==> src/rtl/nand_ecc_pkg.sv <==
package nand_ecc_pkg;

    typedef enum logic [1:0] {
        ST_IDLE  = 2'd0,
        ST_ACCUM = 2'd1,
        ST_DONE  = 2'd2
    } ecc_state_t;

    // 8-bit mask of the data-bit positions whose index has bit g set
    function automatic logic [7:0] grp_mask(input int g);
        logic [7:0] m;
        for (int b = 0; b < 8; b++) begin
            m[b] = ((b >> g) & 1) == 1;
        end
        return m;
    endfunction

endpackage

==> src/rtl/nand_ecc_ctrl.sv <==
module nand_ecc_ctrl
    import nand_ecc_pkg::*;
#(
    parameter int ADDR_MAX = 13,
    parameter int ADDR_MIN = 8,
    parameter int SEL_W    = 3,
    localparam int LOG_W   = $clog2(ADDR_MAX + 1)
) (
    input  logic                clk,
    input  logic                rst_n,
    input  logic                ecc_en,
    input  logic                take,
    input  logic [SEL_W-1:0]    blk_sel,
    output logic                accept,
    output logic                clear,
    output logic                done,
    output logic [ADDR_MAX-1:0] byte_idx,
    output logic [LOG_W-1:0]    log2len
);

    localparam int SPAN = ADDR_MAX - ADDR_MIN;

    ecc_state_t          st, nxt;
    logic [ADDR_MAX-1:0] cnt;
    logic [ADDR_MAX-1:0] last_idx;
    logic                last;

    always_comb begin
        if (int'(blk_sel) > SPAN) begin
            log2len = LOG_W'(ADDR_MAX);
        end else begin
            log2len = LOG_W'(ADDR_MIN + int'(blk_sel));
        end
        last_idx = ADDR_MAX'((1 << log2len) - 1);
        last     = (cnt == last_idx);
    end

    // next state: arm / finish / disarm
    always_comb begin
        nxt = st;
        unique case (st)
            ST_IDLE:  if (ecc_en) nxt = ST_ACCUM;
            ST_ACCUM: begin
                if (!ecc_en)            nxt = ST_IDLE;
                else if (take && last)  nxt = ST_DONE;
            end
            ST_DONE:  if (!ecc_en) nxt = ST_IDLE;
            default:  nxt = ST_IDLE;
        endcase
    end

    // state register
    always_ff @(posedge clk or negedge rst_n) begin
        if (!rst_n) st <= ST_IDLE;
        else        st <= nxt;
    end

    // outputs
    always_comb begin
        clear    = !ecc_en;
        accept   = ecc_en && take && (st != ST_DONE);
        done     = (st == ST_DONE);
        byte_idx = cnt;
    end

    always_ff @(posedge clk or negedge rst_n) begin
        if (!rst_n)      cnt <= '0;
        else if (clear)  cnt <= '0;
        else if (accept) cnt <= cnt + 1'b1;
    end

    p_cnt_bound_r2: assert property (@(posedge clk) disable iff (!rst_n)
        (st == ST_ACCUM) |-> (int'(cnt) < (1 << log2len)));

    p_done_hold_r7: assert property (@(posedge clk) disable iff (!rst_n)
        (done && ecc_en) |=> done);

    p_idle_cnt_r8: assert property (@(posedge clk) disable iff (!rst_n)
        (st == ST_IDLE) |-> (cnt == '0));

    p_cnt_ignore_r3: assert property (@(posedge clk) disable iff (!rst_n)
        (ecc_en && !take) |=> $stable(cnt));

endmodule

==> src/rtl/nand_ecc_col.sv <==
module nand_ecc_col
    import nand_ecc_pkg::*;
#(
    parameter int DATA_W = 8,
    localparam int COL_W = 6
) (
    input  logic              clk,
    input  logic              rst_n,
    input  logic              clear,
    input  logic              accept,
    input  logic [DATA_W-1:0] din,
    output logic              row_par,
    output logic [COL_W-1:0]  col
);

    logic [COL_W-1:0] col_q;

    assign row_par = ^din;
    assign col     = col_q;

    for (genvar g = 0; g < 3; g++) begin : g_grp
        logic hi_bit, lo_bit;
        always_comb begin
            hi_bit = ^(din & grp_mask(g));
            lo_bit = ^(din & ~grp_mask(g));
        end
        always_ff @(posedge clk or negedge rst_n) begin
            if (!rst_n) begin
                col_q[2*g]   <= 1'b0;
                col_q[2*g+1] <= 1'b0;
            end else if (clear) begin
                col_q[2*g]   <= 1'b0;
                col_q[2*g+1] <= 1'b0;
            end else if (accept) begin
                col_q[2*g]   <= col_q[2*g]   ^ lo_bit;
                col_q[2*g+1] <= col_q[2*g+1] ^ hi_bit;
            end
        end
    end

endmodule

==> src/rtl/nand_ecc_line.sv <==
module nand_ecc_line #(
    parameter int ADDR_MAX = 13,
    localparam int LOG_W   = $clog2(ADDR_MAX + 1)
) (
    input  logic                  clk,
    input  logic                  rst_n,
    input  logic                  clear,
    input  logic                  accept,
    input  logic                  row_par,
    input  logic [ADDR_MAX-1:0]   byte_idx,
    input  logic [LOG_W-1:0]      log2len,
    output logic [2*ADDR_MAX-1:0] line
);

    for (genvar k = 0; k < ADDR_MAX; k++) begin : g_bit
        logic ev_q, od_q, used;
        assign used = (k < int'(log2len));
        always_ff @(posedge clk or negedge rst_n) begin
            if (!rst_n) begin
                ev_q <= 1'b0;
                od_q <= 1'b0;
            end else if (clear) begin
                ev_q <= 1'b0;
                od_q <= 1'b0;
            end else if (accept && row_par) begin
                if (byte_idx[k]) od_q <= ~od_q;
                else             ev_q <= ~ev_q;
            end
        end
        assign line[2*k]   = ev_q & used;
        assign line[2*k+1] = od_q & used;
    end

endmodule

==> src/rtl/nand_ecc_acc.sv <==
module nand_ecc_acc #(
    parameter int ADDR_MAX = 13,
    parameter int ADDR_MIN = 8,
    parameter int SEL_W    = 3,
    parameter int DATA_W   = 8,
    parameter int CODE_W   = 32
) (
    input  logic              clk,
    input  logic              rst_n,
    input  logic              ecc_en,
    input  logic [SEL_W-1:0]  blk_sel,
    input  logic              byte_vld,
    input  logic              bank_hit,
    input  logic              is_data,
    input  logic [DATA_W-1:0] din,
    output logic [CODE_W-1:0] code,
    output logic              done
);

    localparam int LOG_W  = $clog2(ADDR_MAX + 1);
    localparam int USED_W = 6 + 2 * ADDR_MAX;

    logic                  take, accept, clear, row_par;
    logic [ADDR_MAX-1:0]   byte_idx;
    logic [LOG_W-1:0]      log2len;
    logic [5:0]            col;
    logic [2*ADDR_MAX-1:0] line;

    assign take = byte_vld && bank_hit && is_data;

    nand_ecc_ctrl #(.ADDR_MAX(ADDR_MAX), .ADDR_MIN(ADDR_MIN), .SEL_W(SEL_W)) u_ctrl (
        .clk(clk), .rst_n(rst_n), .ecc_en(ecc_en), .take(take), .blk_sel(blk_sel),
        .accept(accept), .clear(clear), .done(done), .byte_idx(byte_idx),
        .log2len(log2len)
    );

    nand_ecc_col #(.DATA_W(DATA_W)) u_col (
        .clk(clk), .rst_n(rst_n), .clear(clear), .accept(accept), .din(din),
        .row_par(row_par), .col(col)
    );

    nand_ecc_line #(.ADDR_MAX(ADDR_MAX)) u_line (
        .clk(clk), .rst_n(rst_n), .clear(clear), .accept(accept), .row_par(row_par),
        .byte_idx(byte_idx), .log2len(log2len), .line(line)
    );

    always_comb begin
        code = '0;
        code[USED_W-1:0] = {line, col};
    end

    initial begin
        a_width_fits: assert (USED_W <= CODE_W);
    end

    p_clear_r8: assert property (@(posedge clk) disable iff (!rst_n)
        !ecc_en |=> (code == '0 && !done));

    p_freeze_r7: assert property (@(posedge clk) disable iff (!rst_n)
        (done && ecc_en) |=> $stable(code));

    p_ignore_r3: assert property (@(posedge clk) disable iff (!rst_n)
        (ecc_en && !(byte_vld && bank_hit && is_data)) |=> $stable(code));

    p_unused_zero_r6: assert property (@(posedge clk) disable iff (!rst_n)
        ecc_en |-> ((code >> (6 + 2 * int'(log2len))) == '0));

endmodule

==> config.mk <==
export PLATFORM = sky130hd
export DESIGN_NAME = nand_ecc_acc
export DESIGN_NICKNAME = d
export VERILOG_FILES = /design/src/rtl/nand_ecc_pkg.sv /design/src/rtl/nand_ecc_ctrl.sv /design/src/rtl/nand_ecc_col.sv /design/src/rtl/nand_ecc_line.sv /design/src/rtl/nand_ecc_acc.sv
export SDC_FILE = /design/constraint.sdc
export NUM_CORES = 1
export LEC_CHECK = 0
export ABC_AREA = 1
export BUFFER_PORTS_ARGS = -buffer_cell sky130_fd_sc_hd__buf_2
export CAP_MARGIN = 40
export CORE_UTILIZATION = 45
export DETAILED_ROUTE_END_ITERATION = 10
export PLACE_DENSITY = 0.65
export SYNTH_ARGS = -nofsm -noshare
export SYNTH_HDL_FRONTEND = slang
export SYNTH_SLANG_ARGS = --single-unit
==> constraint.sdc <==
create_clock -name clk -period 2 [get_ports clk]
set_input_delay 0.4 -clock clk [delete_from_list [all_inputs] [get_ports clk]]
set_output_delay 0.4 -clock clk [all_outputs]
set_load 0.03 [all_outputs]
### Yosys cells after proc, flatten, opt, wreduce, memory -nomap -nowiden

Cells that the tools add are included.

* flip-flop bits (word level): 47
* bits of input ports: 17
* output and inout port bits: 33

* $add $sub $neg: 3
* order comparisons: 14
* eq/ne operators: 35
* shifts and indexed selects: 1
* mux-type cells: 92
* bitwise gates (word level): 58
* reductions and logical operators: 41

Operators with widths (number)
* 2-to-1 mux 1 bit: 78
* XOR reduction 8 bit: 7
* AND reduction 2 bit: 26
* != test 2 bit, second input constant: 16
* != test 2 x 1 -> 1 bit, second input constant: 15
* bitwise AND 1 bit: 26
* 2-to-1 mux 13 bit: 2
* inverter 1 bit: 26
* less-than comparator 4 bit, first input constant: 5
* 2-to-1 mux 2 bit: 10
* less-than comparator 3 x 4 -> 1 bit, first input constant: 4
* adder 13 x 1 -> 13 bit, second input constant: 1
* == test 13 bit: 1
* << shifter 1 x 4 -> 13 bit, first input constant: 1
* subtractor 13 x 2 -> 13 bit, second input constant: 1
* less-than comparator 1 x 4 -> 1 bit, first input constant: 2
* less-than comparator 2 x 4 -> 1 bit, first input constant: 2
* logical AND 1 bit: 6
* one-hot mux 2 bit (3 select lines): 1
* bitwise XOR 1 bit: 6
* adder 4 x 3 -> 4 bit, first input constant: 1
* 2-to-1 mux 4 bit: 1
* greater-than comparator 3 bit, second input constant: 1
* != test 3 x 2 -> 1 bit, second input constant: 1
* other kinds (4): 4

### Depth between registers and ports, before layout

Gate-level depths: netlist of the first run.

* word-level depth: 9
* mapped depth: 11

### Cells and area by module

Synthesis of the first run repeated with hierarchy kept, for this count alone.

* cell total of the unflattened synthesis: 552
* area total of the unflattened synthesis: 3437.0 um^2

By module, submodules not included
* nand_ecc_line: instances 1, cells an instance 270, area each 1699.1 um^2, sequential area each 650.6 um^2
* nand_ecc_ctrl: instances 1, cells an instance 152, area each 1044.8 um^2, sequential area each 375.4 um^2
* nand_ecc_col: instances 1, cells an instance 127, area each 679.4 um^2, sequential area each 150.1 um^2
* nand_ecc_acc: instances 1, cells an instance 3, area each 13.8 um^2, sequential area each 0.0 um^2

### Least setup slack after synthesis of the first run

No wires, ideal clock.

* path kind: in2reg
* from: input blk_sel[2]
* to: register u_ctrl.st[0]
* setup time: 0.113 ns
* arrival time: 1.499 ns
* data required time: 1.887 ns
* path slack: 0.388 ns
* stages: 11
* buffers on the path: 1
* path through: buf_2 -> inv_1 -> nand2_1 -> ha_1 -> xnor2_1 -> nor2_1 -> nand2_1 -> nor2_1 -> nand3_1 -> nand2_1 -> inv_1

* cells in the longest elaborated chain, start to end: 8
* elaborated cells between the ends (all ways): 9
* classes of those cells: add/sub: 2; order compare: 1; eq/ne: 2; shift: 1; mux: 1; reduce/logical: 2

RTL lines
* start: declaration: line nand_ecc_acc.sv:11 `input logic [SEL_W-1:0] blk_sel,`
* adder 4 x 3 -> 4 bit / greater-than comparator 3 bit (equally long branches): line nand_ecc_ctrl.sv:32, nand_ecc_ctrl.sv:29
* 2-to-1 mux 4 bit *: line nand_ecc_ctrl.sv:29 `if (int'(blk_sel) > SPAN) begin`
* << shifter 1 x 4 -> 13 bit *: line nand_ecc_ctrl.sv:34 `last_idx = ADDR_MAX'((1 << log2len) - 1);`
* subtractor 13 x 2 -> 13 bit *: line nand_ecc_ctrl.sv:34
* == test 13 bit *: line nand_ecc_ctrl.sv:35 `last = (cnt == last_idx);`
* logical AND 1 bit *: line nand_ecc_ctrl.sv:45 `else if (take && last) nxt = ST_DONE;`
* != test 3 x 2 -> 1 bit (no line) *
* AND reduction 3 bit (no line) *
* end signal: assignment: line nand_ecc_ctrl.sv:55 `else st <= nxt;`
* end: declaration: line nand_ecc_ctrl.sv:23 `ecc_state_t st, nxt;`

Mark *: on every way between the ends. The rest lies on a longest branch, timed or not.
A chain may end at the register's enable or synchronous reset.

### Worst setup path after layout of the first run

* from: register u_ctrl.st[0]
* to: register u_line.g_bit[1].ev_q

* cells in the longest elaborated chain, start to end: 5

RTL lines
* != test 2 bit: line nand_ecc_ctrl.sv:61 `accept = ecc_en && take && (st != ST_DONE);`
* logical AND 1 bit: line nand_ecc_ctrl.sv:61
* logical AND 1 bit: line nand_ecc_line.sv:25 `end else if (accept && row_par) begin`
* != test 2 x 1 -> 1 bit (no line)
* AND reduction 2 bit (no line)
* end signal: assignment: line nand_ecc_line.sv:27 `else ev_q <= ~ev_q;`
* end: declaration: line nand_ecc_line.sv:16 `logic ev_q, od_q, used;`

No other way between the ends.

==> flow_summary.toml, run 1 <==
[global_route]
gr-total-overflow = 0
grt_pass1_wl_mm = 12.2
grt_pass1_vias = 2684
antenna_found_initial = 0
grt_start_max_net_pins = 53
gr-usage-all-layers = 0.198

[route]
drt-wirelength-per-cell_um = 11.9
routed_via_density = 4.85
drc = 0
initialDrtViolationCount = 120
vias = 2888
first_pass_iters = 4
ant_nets = 0
wl_mm = 7.12

[floorplan]
row_count = 31
die_y_um = 88.3
die_w_um = 88.3
num_io_pins = 50
start_util = 0.465
coreArea_um2 = 7210
dieArea_um2 = 7800

[setup_path]
cp_data_arrival_time_ns = 1.95
slowest_delay_ns = 0.37
cp-end-kind = "register"
crit_buf_inv = 2
path_class = "register to register"
cp_top_family = "simple AND/OR/NAND/NOR gates"
critPathMaxFanout = 52
crit_required_ns = 2.23
startpoint_type = "register"
reg2reg_setup_slack_ns = 0.28
cp_cell_sequence = "inv_1 > nand2_2 > nand2_2 > nor2_8 > nand3_4 > nand2_8 > nand3_2 > nand2_1 > inv_1 > nor2_1"
critPathSlowestCell = "dfrtp_1"

[synthesis]
yosys_register_bits = 47
synth_most_common_cell = "nand2_1"
synth_common_cells = "nand2_1 (113), inv_1 (86), nor2_1 (50), dfrtp_1 (47), nand4_1 (30)"
synth-async-reset-ratio = 1.00
synth-edff-count = 0
synth_seq_area_share = 0.351
netlist_area_um2 = 3350
yosys.area.top_type = "dfrtp_1"
synthCells = 470
avgSynthCellArea_um2 = 7.13
synth_nets = 489
yosys_warnings = 0
yosysTopAreaCellShare = 0.351
synth_area_leaders = "dfrtp_1 (35%), nand2_1 (13%), inv_1 (9.6%)"
synth_cell_types = 30
synth-main-ff-cell = "dfrtp_1"

[clock_network]
root_buffer = "clkbuf_8"
tritoncts = "done"
cts_buffer_depth = 2
post-cts-setup-buffers = 0
clock_latency_ns = 0.31
htree_levels = 2
numClockSinks = 47
clk_pin_slew_ns = 0.10
postCtsHoldBufs = 0
ctsResizeCount = 0
cts_made_buffers = 5

[power]
p_leak_nw = 1.84
power.density_nw_per_um2 = 543
peakVddDrop_mv = 0.310

[timing]
post-route-period-util = 0.859
maxSlewHeadroom = 0.684
fin_skew_ns = 0.0211
tightestPinTransition_ns = 0.469
rsz0062_at_grt = "false"
finalSetupViolations = 0
max_freq_mhz = 582
hold_violations = 0
finalCriticalPeriod_ns = 1.72
final_max_slew_viol_count = 0
tns_ns = 0

[final_layout]
layout.nets = 515
syn_to_final_growth_pct = 7.39
drive_gt1_frac = 0.221
stdcell_area_um2 = 3600
utilization = 0.499
n_antenna_cell = 0

[placed_design]
place_hpwl_mm = 5.05
place_area_um2 = 3500
gp_congestion = 0.865
portBuffers = 49

[hold_path]
hold_class = "input port to async pin"

[job]
cap_violations = 0

[status]
status = "complete, no violations"
==> metrics by stage <==
step           cells  hold slack (ns)  power (mW)  setup WS, ns
6_report         596           0.0129        1.96         0.283
5_1_grt          596           0.0342        2.06         0.111
4_1_cts          596           0.0258        1.99         0.258
3_5_place_dp     588            0.373        1.35         0.154
3_3_place_gp     588            0.369        1.34         0.219
2_1_floorplan    470            0.104        1.27         0.388
==> worst register-to-register path, delay by kind of cell, from the launching register on <==
family	cells	cell delay, ns
buffers and inverters	2	0.09
flip-flops	1	0.37
AND/OR/NAND/NOR	8	1.18
==> final timing paths <==
kind                                               start                          endpoint  depth (start not counted)
worst max-delay path            u_ctrl.st[0]$_DFFE_PN0P_  u_line.g_bit[1].ev_q$_DFFE_PN0P_                         10
worst min-delay path                               rst_n  u_line.g_bit[2].ev_q$_DFFE_PN0P_                          1
worst max register to register  u_ctrl.st[0]$_DFFE_PN0P_  u_line.g_bit[1].ev_q$_DFFE_PN0P_                         10
worst min register to register  u_col.col[2]$_DFFE_PN0P_          u_col.col[2]$_DFFE_PN0P_                          2
max in group asynchronous                          rst_n          u_col.col[1]$_DFFE_PN0P_                          2
min in group clk                u_col.col[2]$_DFFE_PN0P_          u_col.col[2]$_DFFE_PN0P_                          2
==> layer usage <==
layer  part of all wire  GRT usage  routed length (um)
met5                  0          0                   0
met4             0.0096     0.0601                  68
met3              0.032     0.0373                 225
met2               0.48      0.343                3430
met1               0.48      0.251                3400
==> cell type report <==
| class | count | area (um2) |
|---|---|---|
| Fill cell | 756 | 3610 |
| Multi-Input combinational cell | 297 | 1570 |
| Sequential cell | 47 | 1180 |
| Inverter | 92 | 345 |
| Timing Repair Buffer | 53 | 288 |
| Tap cell | 99 | 124 |
| Clock buffer | 6 | 82.6 |
| Clock inverter | 2 | 16.3 |
==> kinds of logic after synthesis <==
kind of cell / count (synthesis) / share of synthesized area
DFF: 47 / 0.351
buffers and inverters: 126 / 0.181
adders and majority gates: 2 / 0.00746
AOI/OAI and AO/OA: 38 / 0.0616
and+or+nand+nor: 254 / 0.391
xor gates and xnor gates: 3 / 0.00784
==> power breakdown <==
group          internal, mW  total (mW)  switching, mW  leakage, nW
clock network         0.283       0.630          0.348       0.0474
registers             0.970       0.986         0.0162        0.649
logic                0.0999       0.339          0.239         1.14
==> layout by cell type, fill, tap and decap left out, types with 2 or more instances in the layout <==
cell type	n
o22ai_1	3
xnor2_1	3
a21oi_1	15
nand3_2	25
buf_4	3
nand3_1	13
nand4_1	30
dfrtp_1	47
nand3_4	2
inv_1	86
nor2_1	50
ha_1	2
nand2_1	113
o21a_1	3
nor3_1	3
nand2_2	12
o21ai_0	15
inv_2	6
clkbuf_8	6
buf_2	49
==> flip-flops by register name (all words and copies together) (netlist names) <==
| name | count |
|---|---|
| u_ctrl.byte_idx | 13 |
| u_ctrl.st | 2 |
| u_line.g_bit.ev_q | 13 |
| u_col.col | 6 |
| u_line.g_bit.od_q | 13 |
Power figures use the tool's default switching activity.
==> inputs of run 2 (changes only) <==
--- a/config.mk
+++ b/config.mk
@@ -8,9 +8,11 @@
 export ABC_AREA = 1
 export BUFFER_PORTS_ARGS = -buffer_cell sky130_fd_sc_hd__buf_2
 export CAP_MARGIN = 40
-export CORE_UTILIZATION = 45
+export CORE_UTILIZATION = 58
+export CTS_BUF_LIST = sky130_fd_sc_hd__clkbuf_4 sky130_fd_sc_hd__clkbuf_8 sky130_fd_sc_hd__clkbuf_16
 export DETAILED_ROUTE_END_ITERATION = 10
-export PLACE_DENSITY = 0.65
+export PLACE_DENSITY = 0.81
+export SLEW_MARGIN = 20
 export SYNTH_ARGS = -nofsm -noshare
 export SYNTH_HDL_FRONTEND = slang
 export SYNTH_SLANG_ARGS = --single-unit
==> run 2 against run 1 <==
Against the previous run:
- first-iteration DRC count up 85%
- clock-buffer cell count unchanged
- worst hold slack better by 0.17 ns
- wire length down 3.3%
- via count up 2.3%
- clock power up 20%
- critical path type unchanged
- largest power group unchanged
- highest routed layer unchanged
==> flow_summary.toml, run 2 (synthesis results as in run 1) <==
[status]
status = "complete, no violations"

[timing]
finalSetupViolations = 0
finalCriticalPeriod_ns = 1.72
tns_ns = 0
tightestPinTransition_ns = 0.613
post-route-period-util = 0.862
worst_slack_ns = 0.276
rsz0062_at_grt = "false"
hold_violations = 0
fin_skew_ns = 0.00537
maxSlewHeadroom = 0.591
max_freq_mhz = 580
final_max_slew_viol_count = 0

[hold_path]
hold_class = "input port to async pin"

[final_layout]
n_antenna_cell = 0
syn_to_final_growth_pct = 6.83
mostFrequentLayoutCells = "nand2_1 (113), inv_1 (86), nor2_1 (50), buf_2 (49), dfrtp_1 (47)"
layout.cells.most_common = "nand2_1"
layout.nets = 514
drive_gt1_frac = 0.220

[placed_design]
post-place-ws_ns = 0.188
gp_congestion = 0.869
place_hpwl_mm = 4.76
portBuffers = 49

[global_route]
gr-usage-all-layers = 0.249
antenna_found_initial = 0
grt_start_max_net_pins = 53
gr-total-overflow = 0
grt_pass1_wl_mm = 12.2
grt_pass1_vias = 2838

[power]
power.density_nw_per_um2 = 580
p_leak_nw = 1.85
peakVddDrop_mv = 0.320

[setup_path]
startpoint_type = "register"
crit_buf_inv = 1
critPathSlowestCell = "dfrtp_1"
crit_required_ns = 2.24
cp_common_cell = "nand2_2"
cp_cell_sequence = "nand2_2 > nand2_2 > nor2_8 > nand3_4 > nand2_8 > nand3_1 > nand2_1 > inv_1 > nor2_1"
cp-end-kind = "register"
cp_top_family = "simple AND/OR/NAND/NOR gates"
cp_data_arrival_time_ns = 1.96
slowest_delay_ns = 0.39
critPathMaxFanout = 52
path_class = "register to register"

[route]
wl_mm = 6.88
first_pass_iters = 4
ant_nets = 0
initialDrtViolationCount = 222
routed_via_density = 5.20
drc = 0
vias = 2953
drt-wirelength-per-cell_um = 12.1

[clock_network]
postCtsHoldBufs = 0
htree_levels = 2
numClockSinks = 47
clock_latency_ns = 0.30
ctsResizeCount = 0
cts_made_buffers = 5
root_buffer = "clkbuf_8"
clk_pin_slew_ns = 0.09
post-cts-setup-buffers = 0
tritoncts = "done"
cts_buffer_depth = 2

[job]
cap_violations = 0

[floorplan]
num_io_pins = 50
die_y_um = 78.0
row_count = 27
dieArea_um2 = 6090
start_util = 0.605
die_w_um = 78.0
coreArea_um2 = 5540
[run 2: worst paths after layout]
check	start	end	depth (start not counted)	slack, ns
max in group asynchronous	rst_n	u_col.col[2]$_DFFE_PN0P_	2	1.40
max	u_ctrl.st[1]$_DFFE_PN0P_	u_line.g_bit[12].od_q$_DFFE_PN0P_	9	0.28
max reg2reg	u_ctrl.st[1]$_DFFE_PN0P_	u_line.g_bit[12].od_q$_DFFE_PN0P_	9	0.28
min in group clk	ecc_en	u_ctrl.byte_idx[4]$_DFFE_PN0P_	3	0.54
min	rst_n	u_col.col[4]$_DFFE_PN0P_	2	0.18
min reg2reg	u_ctrl.st[1]$_DFFE_PN0P_	u_ctrl.st[0]$_DFFE_PN0P_	3	0.54
[run 2: metal layers]
metal | track usage | vias up | wire (um)
met3 | 0.0384 | 7 | 313
li1 | - | 1497 | -
met4 | 0.0556 | 0 | 61
met2 | 0.445 | 75 | 3340
met1 | 0.318 | 1374 | 3170
met5 | 0 | - | 0
[run 2: worst reg2reg max path, delay by kind of cell, from the launching register on]
kind / cells / cell delay, ns
buffers and inverters: 1 / 0.04
DFF: 1 / 0.39
and+or+nand+nor: 8 / 1.22
[run 2: layout make-up]
| type | count | area, um2 |
|---|---|---|
| repair buffers | 52 | 280 |
| multi-input cells | 297 | 1570 |
| fillers | 524 | 1960 |
| well taps | 72 | 90.1 |
| clock buffers | 6 | 82.6 |
| flip-flops and latches | 47 | 1180 |
| inverters | 92 | 345 |
| clock inverters | 2 | 38.8 |
[run 2: per-stage QoR]
step | std cells | area [um2] | hold WS (ns) | power (mW) | util
detailed placement | 560 | 3460 | 0.526 | 1.34 | 0.625
finish | 568 | 3580 | 0.181 | 2.08 | 0.647
floorplan | 470 | 3350 | 0.104 | 1.27 | -
CTS | 568 | 3580 | 0.207 | 2.09 | 0.647
global route | 568 | 3580 | 0.241 | 2.17 | 0.647
global placement | 560 | 3460 | 0.524 | 1.33 | 0.625
[run 2: where the power goes]
part	internal, mW	leakage (nW)	switching, mW
sequential	0.970	0.649	0.0159
combinational	0.0987	1.14	0.239
clock	0.412	0.0618	0.341
==> inputs of run 3 (changes only) <==
--- a/config.mk
+++ b/config.mk
@@ -12,6 +12,7 @@
 export CTS_BUF_LIST = sky130_fd_sc_hd__clkbuf_4 sky130_fd_sc_hd__clkbuf_8 sky130_fd_sc_hd__clkbuf_16
 export DETAILED_ROUTE_END_ITERATION = 10
 export PLACE_DENSITY = 0.81
+export REMOVE_ABC_BUFFERS = 1
 export SLEW_MARGIN = 20
 export SYNTH_ARGS = -nofsm -noshare
 export SYNTH_HDL_FRONTEND = slang
==> run 3 against run 2 <==
Against the previous run:
- clock power is 5.8% lower
- core utilization is 0.25 points higher
- sequential share of layout area is 0.13 points lower
- fmax is 1.3% higher
- die area stayed put
- cell count is 0.18% higher
- setup slack better by 0.022 ns
==> flow_summary.toml, run 3 (synthesis results as in run 1) <==
[status]
status = "complete, no violations"

[timing]
maxSlewHeadroom = 0.729
finalCriticalPeriod_ns = 1.70
rsz0062_at_grt = "false"
max_freq_mhz = 588
tightestPinTransition_ns = 0.402
worst_slack_ns = 0.299
fin_skew_ns = 0.00477
tns_ns = 0
finalSetupViolations = 0
post-route-period-util = 0.851
hold_violations = 0
final_max_slew_viol_count = 0

[global_route]
gr-total-overflow = 0
grt_pass1_vias = 2878
grt_pass1_wl_mm = 12.2
antenna_found_initial = 0
grt_start_max_net_pins = 53
gr-usage-all-layers = 0.251

[setup_path]
crit_required_ns = 2.21
cp_top_family = "simple AND/OR/NAND/NOR gates"
startpoint_type = "register"
cp-end-kind = "register"
crit_buf_inv = 0
path_class = "register to register"
cp_data_arrival_time_ns = 1.91
cp_cell_sequence = "nand2_2 > nand2_2 > nor2_8 > nand3_4 > nand2_8 > nand4_1 > nand2_1 > nor2_1"
cp.depth = 8
critPathSlowestCell = "dfrtp_1"
slowest_delay_ns = 0.40
critPathMaxFanout = 52
cp_common_cell = "nand2_2"
worstRegToRegCells = 8

[clock_network]
cts_buffer_depth = 2
ctsResizeCount = 0
htree_levels = 2
numClockSinks = 47
postCtsHoldBufs = 1
tritoncts = "done"
clock_latency_ns = 0.31
clk_pin_slew_ns = 0.09
cts_made_buffers = 5
root_buffer = "clkbuf_8"
post-cts-setup-buffers = 0

[floorplan]
die_y_um = 78.0
start_util = 0.605
die_w_um = 78.0
row_count = 27
coreArea_um2 = 5540
dieArea_um2 = 6090
num_io_pins = 50

[placed_design]
gp_congestion = 0.796
place_hpwl_mm = 4.96
post-place-ws_ns = 0.180
portBuffers = 49

[final_layout]
n_antenna_cell = 0
fillCellCount = 511
syn_to_final_growth_pct = 7.24
multi_input_area_um2 = 1570
mostFrequentLayoutCells = "nand2_1 (113), inv_1 (86), nor2_1 (50), buf_2 (49), dfrtp_1 (47)"
seq_area_um2 = 1180
layout.cells.most_common = "nand2_1"
layout.nets = 515
drive_gt1_frac = 0.219

[route]
routed_via_density = 5.19
drt-wirelength-per-cell_um = 12.3
ant_nets = 0
initialDrtViolationCount = 211
wl_mm = 7.02
vias = 2951
first_pass_iters = 4
drc = 0

[hold_path]
hold_class = "input port to async pin"

[power]
p_leak_nw = 1.85
power.density_nw_per_um2 = 568
peakVddDrop_mv = 0.393
finalPower_mw = 2.04

[job]
cap_violations = 0
## run 3: cell count changes in the layout (fill, tap and decap cells not counted), sizes merged
cell         change
clkbuf           -1
clkinv           +2
dlygate4sd3      +1
inv              -1
## run 3: power by group
part           internal [mW]  switching, mW  leakage (nW)  total, mW
clock                  0.372          0.337        0.0581      0.709
sequential             0.970         0.0161         0.649      0.986
combinational          0.103          0.244          1.15      0.346
total                   1.45          0.596          1.85       2.04
## run 3: cell type report
type | count | share of cell area
Multi-Input combinational cell | 297 | 0.436
Sequential cell | 47 | 0.327
Inverter | 92 | 0.0960
Timing Repair Buffer | 53 | 0.0842
Tap cell | 72 | 0.0251
Clock buffer | 5 | 0.0191
Clock inverter | 3 | 0.0122
## run 3: worst reg2reg max path, delay by kind of cell (launching register included)
kind / cells / cell delay (ns)
and+or+nand+nor: 8 / 1.21
DFF: 1 / 0.40
## run 3: final timing paths
check	start	to	slack [ns]
max	u_ctrl.st[1]$_DFFE_PN0P_	u_line.g_bit[1].od_q$_DFFE_PN0P_	0.30
min	rst_n	u_col.col[2]$_DFFE_PN0P_	0.47
max reg2reg	u_ctrl.st[1]$_DFFE_PN0P_	u_line.g_bit[1].od_q$_DFFE_PN0P_	0.30
min reg2reg	u_col.col[1]$_DFFE_PN0P_	u_col.col[1]$_DFFE_PN0P_	0.53
max in group asynchronous	rst_n	u_line.g_bit[3].ev_q$_DFFE_PN0P_	1.05
min in group clk	u_col.col[1]$_DFFE_PN0P_	u_col.col[1]$_DFFE_PN0P_	0.53
## run 3: per-stage QoR
| stage | utilization | std cells | cell area (um2) | hold WS, ns |
|---|---|---|---|---|
| floorplan | - | 436 | 3090 | 0.104 |
| global placement | 0.627 | 560 | 3470 | 0.262 |
| detailed placement | 0.627 | 560 | 3470 | 0.264 |
| CTS | 0.649 | 569 | 3600 | 0.474 |
| global route | 0.649 | 569 | 3600 | 0.496 |
| finish | 0.649 | 569 | 3600 | 0.469 |
## run 3: routing by layer
metal | track usage | part of all wire
met1 | 0.305 | 0.46
met2 | 0.457 | 0.50
met3 | 0.0384 | 0.034
met4 | 0.0759 | 0.013
met5 | 0 | 0
